[config.mk]
export PLATFORM = sky130hd
export DESIGN_NAME = async_tx_dbuf
export DESIGN_NICKNAME = d
export VERILOG_FILES = /design/src/rtl/async_tx_dbuf.sv
export SDC_FILE = /design/constraint.sdc
export NUM_CORES = 1
export LEC_CHECK = 0
export ABC_AREA = 1
export BUFFER_PORTS_ARGS = -buffer_cell sky130_fd_sc_hd__buf_4
export CAP_MARGIN = 10
export CORE_MARGIN = 8
export CORE_UTILIZATION = 35
export CTS_CLUSTER_DIAMETER = 50
export DETAILED_ROUTE_END_ITERATION = 12
export PLACE_DENSITY_LB_ADDON = 0.05
export SLEW_MARGIN = 20
export SYNTH_ARGS = -nofsm -noshare
export SYNTH_HDL_FRONTEND = slang
export SYNTH_SLANG_ARGS = --single-unit
export TNS_END_PERCENT = 5
[constraint.sdc]
create_clock -name clk -period 2.5 [get_ports clk]
set_clock_uncertainty 0.05 [all_clocks]
set_input_delay 0.375 -clock clk [delete_from_list [all_inputs] [get_ports clk]]
set_output_delay 0.375 -clock clk [all_outputs]
set_load 0.005 [all_outputs]
[src/rtl/async_tx_dbuf.sv]
module async_tx_dbuf #(
  parameter int DATA_W = 8,
  parameter int FRAME_W = DATA_W + 4,
  parameter int CNT_W = 6
) (
  input  logic              clk,
  input  logic              rst,
  input  logic              txc_tick,
  input  logic [1:0]        rate_sel,
  input  logic [1:0]        len_sel,
  input  logic              par_en,
  input  logic              par_odd,
  input  logic [1:0]        stop_sel,
  input  logic              tx_enable,
  input  logic              send_break,
  input  logic              cts_n,
  input  logic              wr_stb,
  input  logic [DATA_W-1:0] wr_data,
  output logic              txd,
  output logic              tx_ready,
  output logic              hold_empty,
  output logic              tx_empty
);
  localparam int BITS_W = $clog2(FRAME_W + 1);

  logic [DATA_W-1:0]  hold_q;
  logic               hold_full;
  logic [FRAME_W-1:0] sh_q;
  logic [BITS_W-1:0]  bits_left;
  logic [CNT_W-1:0]   tick_cnt;
  logic               busy, txd_q, half_q;

  logic [CNT_W-1:0]   full_rl, half_rl;
  logic [3:0]         nd;
  logic [DATA_W-1:0]  masked;
  logic [FRAME_W-1:0] frame;
  logic [BITS_W-1:0]  nbits;
  logic               two_stop, half_last, go, last_done, start_ok;

  assign full_rl = (rate_sel == 2'b00) ? CNT_W'(0) :
                   (rate_sel == 2'b01) ? CNT_W'(15) : CNT_W'(63);
  assign half_rl = (rate_sel == 2'b01) ? CNT_W'(7) : CNT_W'(31);
  assign nd = 4'd5 + {2'b00, len_sel};
  assign half_last = (stop_sel == 2'b01) && (rate_sel != 2'b00);
  assign two_stop = stop_sel[1] || half_last;

  always_comb begin
    masked = '0;
    frame = '1;
    for (int i = 0; i < DATA_W; i++) begin
      if (i < int'(nd)) begin
        masked[i] = hold_q[i];
        frame[i] = hold_q[i];
      end
    end
    if (par_en) frame[nd] = (^masked) ^ par_odd;
  end

  assign nbits = BITS_W'(nd) + BITS_W'(par_en) + (two_stop ? BITS_W'(2) : BITS_W'(1));

  assign go = tx_enable && !cts_n;
  assign last_done = busy && (tick_cnt == '0) && (bits_left == '0);
  assign start_ok = txc_tick && hold_full && go && (!busy || last_done);

  always_ff @(posedge clk) begin
    if (rst) begin
      hold_q <= '0;
      hold_full <= 1'b0;
      sh_q <= '1;
      bits_left <= '0;
      tick_cnt <= '0;
      busy <= 1'b0;
      txd_q <= 1'b1;
      half_q <= 1'b0;
    end else begin
      if (wr_stb && !hold_full) begin
        hold_q <= wr_data;
        hold_full <= 1'b1;
      end else if (start_ok) begin
        hold_full <= 1'b0;
      end

      if (start_ok) begin
        busy <= 1'b1;
        txd_q <= 1'b0;
        sh_q <= frame;
        bits_left <= nbits;
        tick_cnt <= full_rl;
        half_q <= half_last;
      end else if (txc_tick && busy) begin
        if (tick_cnt != '0) begin
          tick_cnt <= tick_cnt - 1'b1;
        end else if (bits_left != '0) begin
          txd_q <= sh_q[0];
          sh_q <= {1'b1, sh_q[FRAME_W-1:1]};
          bits_left <= bits_left - 1'b1;
          tick_cnt <= (bits_left == BITS_W'(1) && half_q) ? half_rl : full_rl;
        end else begin
          busy <= 1'b0;
          txd_q <= 1'b1;
        end
      end
    end
  end

  assign txd = send_break ? 1'b0 : (busy ? txd_q : 1'b1);
  assign hold_empty = !hold_full;
  assign tx_empty = !hold_full && !busy;
  assign tx_ready = hold_empty && go;
endmodule


==> results.json <==
{
  "outcome": "completed",
  "power_switching_mw": 0.435,
  "utilization_pct": 40.7,
  "clkPwrFrac_pct": 36.9,
  "cts_hold_buf": 0,
  "cts_resized": 0,
  "start_util_pct": 35.4,
  "numCtsBuffers": 5,
  "post-cts-setup-buffer-count": 0,
  "drt_wl_total_microns": 5430,
  "p_seq_share_pct": 41.4,
  "antenna_found_initial": 0,
  "grt_pass1_vias": 1968,
  "layout.cells.most_common": "nand2_1",
  "vias_per_cell": 4.59,
  "syn_area_per_cell_sq_um": 6.75,
  "grt_first_pass_wirelength_microns": 9160,
  "timing.hold.ws_ps": 288,
  "p_int_mw": 0.984,
  "max-clock-path-buffers": 2,
  "gp_routability_congestion": 0.762,
  "grt_overflow": 0,
  "swShare_pct": 30.6,
  "num_rows": 30,
  "setup.worst_path.end_class": "flip-flop",
  "async_flop_share_pct": 0,
  "critical_path_class": "reg2reg",
  "layout.nets": 412,
  "mostFrequentLayoutCells": "nand2_1 (81), inv_1 (58), dfxtp_1 (34), nor2_1 (29), buf_4 (29)",
  "area_delta_synth_final_pct": 14.7,
  "max-cap-violations": 0,
  "finalSetupViolations": 0,
  "ant_nets": 0,
  "drtIter0Drc": 120,
  "clk_latency_ps": 290,
  "synth_area_sq_um": 2350,
  "dieArea_sq_um": 9610,
  "vias": 2088,
  "min_period_over_period_pct": 89.8,
  "clk_pin_slew_ps": 80,
  "grtUsageTotal_pct": 11.6,
  "wl_per_cell_microns": 11.9,
  "ys_seq_area_share_pct": 28.9,
  "crit_required_ps": 2640,
  "p_per_area_nw_per_um2": 525,
  "dp.cells": 447,
  "synth_warnings": 0,
  "layout-drive-gt1-share_pct": 16.0,
  "drc": 0,
  "crit_fanout": 17,
  "io-pin-count": 27,
  "ys_seq_elements": 34,
  "p_leak_nw": 1.38,
  "port_buffers": 26,
  "tightest_slew_ps": 810,
  "fmax_mhz": 445,
  "ys_types": 33,
  "rsz0062_at_grt": "no",
  "antenna_cells": 0,
  "final_cells": 455,
  "die_w_microns": 98.0,
  "hold_path.class": "in2reg",
  "hold_viol_final": 0,
  "fin_crit_ps": 2250,
  "cts.sinks": 34,
  "cts_root_buf": "clkbuf_8",
  "grt_max_degree": 24,
  "synthCells": 349,
  "peakVddDrop_mv": 0.245,
  "finalSetupTns_ps": 0,
  "path_common_cell": "inv_4",
  "slew_viol_final": 0,
  "coreArea_sq_um": 6640,
  "place_hpwl_microns": 4000,
  "drt_first_pass_iters": 4,
  "critPathLaunchType": "flip-flop",
  "synthesis.nets": 387,
  "arrival_ps": 2380,
  "p_comb_share_pct": 21.6,
  "synth_edf_count": 0,
  "synth_ff_type": "dfxtp_1",
  "tritoncts": "done",
  "total_power_mw": 1.42,
  "slowest_delay_ps": 660,
  "cts_max_level": 2,
  "cp_cell_sequence": "inv_1, ha_1, nand2_4, nor2_8, inv_4, o31ai_4, inv_4, nor3_1, nor2_1",
  "die_y_microns": 98.0,
  "critPathSlowestCell": "o31ai_4",
  "slew_headroom_pct": 46.0
}
## critical path, delay by kind of cell, from the launching register on
family,cells,cell delay (ps)
AOI/OAI and AO/OA,1,660
adders and majority gates,1,230
buffers and inverters,3,410
and+or+nand+nor,4,470
DFF,1,310
## registers in the layout, summed over array words and instances (netlist names)
signal and flops:
bits_left 4, tick_cnt 6, hold_q 8, hold_full 1, busy 1, txd_q 1
sh_q 12, half_q 1
## power by group through the flow
stage	combinational, mW	sequential (mW)	clock (mW)
2_1_floorplan	0.226	0.596	0
3_3_place_gp	0.309	0.601	0
3_5_place_dp	0.309	0.601	0
4_1_cts	0.311	0.588	0.532
5_1_grt	0.353	0.592	0.557
6_report	0.307	0.588	0.524
## layout make-up
cell class / instances / area, sq um
multi-input combinational: 241 / 1350
clock inverter: 3 / 40.0
sequential: 34 / 681
fill: 729 / 3940
inverter: 63 / 241
clock buffer: 5 / 68.8
tap: 80 / 100
timing repair buffer: 29 / 218
## stage by stage
step,setup slack (ps),cell area [sq um]
floorplan,328,2350
global route,43.9,2700
finish,254,2700
CTS,229,2700
global placement,164,2590
detailed placement,139,2590
## synthesized netlist by cell type (2+ instances only)
master,count,area [sq um]
o211ai_1,8,60.1
nand2_4,3,33.8
inv_2,3,11.3
xor2_1,6,52.6
inv_4,2,12.5
fa_1,2,40.0
nor3_1,3,15.0
nor2_1,29,109
clkbuf_1,4,15.0
inv_1,58,218
dfxtp_1,34,681
nand2_1,81,304
a21oi_2,4,35.0
a21oi_1,21,105
nand3_1,22,110
buf_6,4,45.0
o21ai_0,28,140
nor2_2,2,12.5
nand2_2,2,12.5
buf_4,2,15.0
nand4_1,5,31.3
ha_1,13,163
xnor2_1,2,17.5
nor2_4,2,22.5
## logic make-up (layout without fill, tap and decap cells)
family                   after synthesis  in the layout  share of synthesized area [%]
AO/OA/AOI/OAI                         66             66                           16.8
XOR/XNOR                               8              8                           2.98
adder cells (fa/ha/maj)               15             15                           8.61
buffers and inverters                 74            100                           13.7
flip-flops                            34             34                           28.9
AND/OR/NAND/NOR                      152            152                           29.1
## metal layers
metal  global-route usage (%)  wire (microns)
met1                     15.2            2820
met2                     17.8            2320
met3                     3.20             230
met4                     3.60              61
met5                        0               0
## path summary, 6_finish.rpt
path	startpoint	endpoint	slack, ps	depth (start not counted)
setup reg to reg	tick_cnt[0]	bits_left[1]	250	9
setup / recovery	tick_cnt[0]	bits_left[1]	250	9
hold / removal	wr_data[7]	hold_q[7]	290	3
hold reg to reg	sh_q[7]	sh_q[7]	420	2
Power figures use the tool's default switching activity.
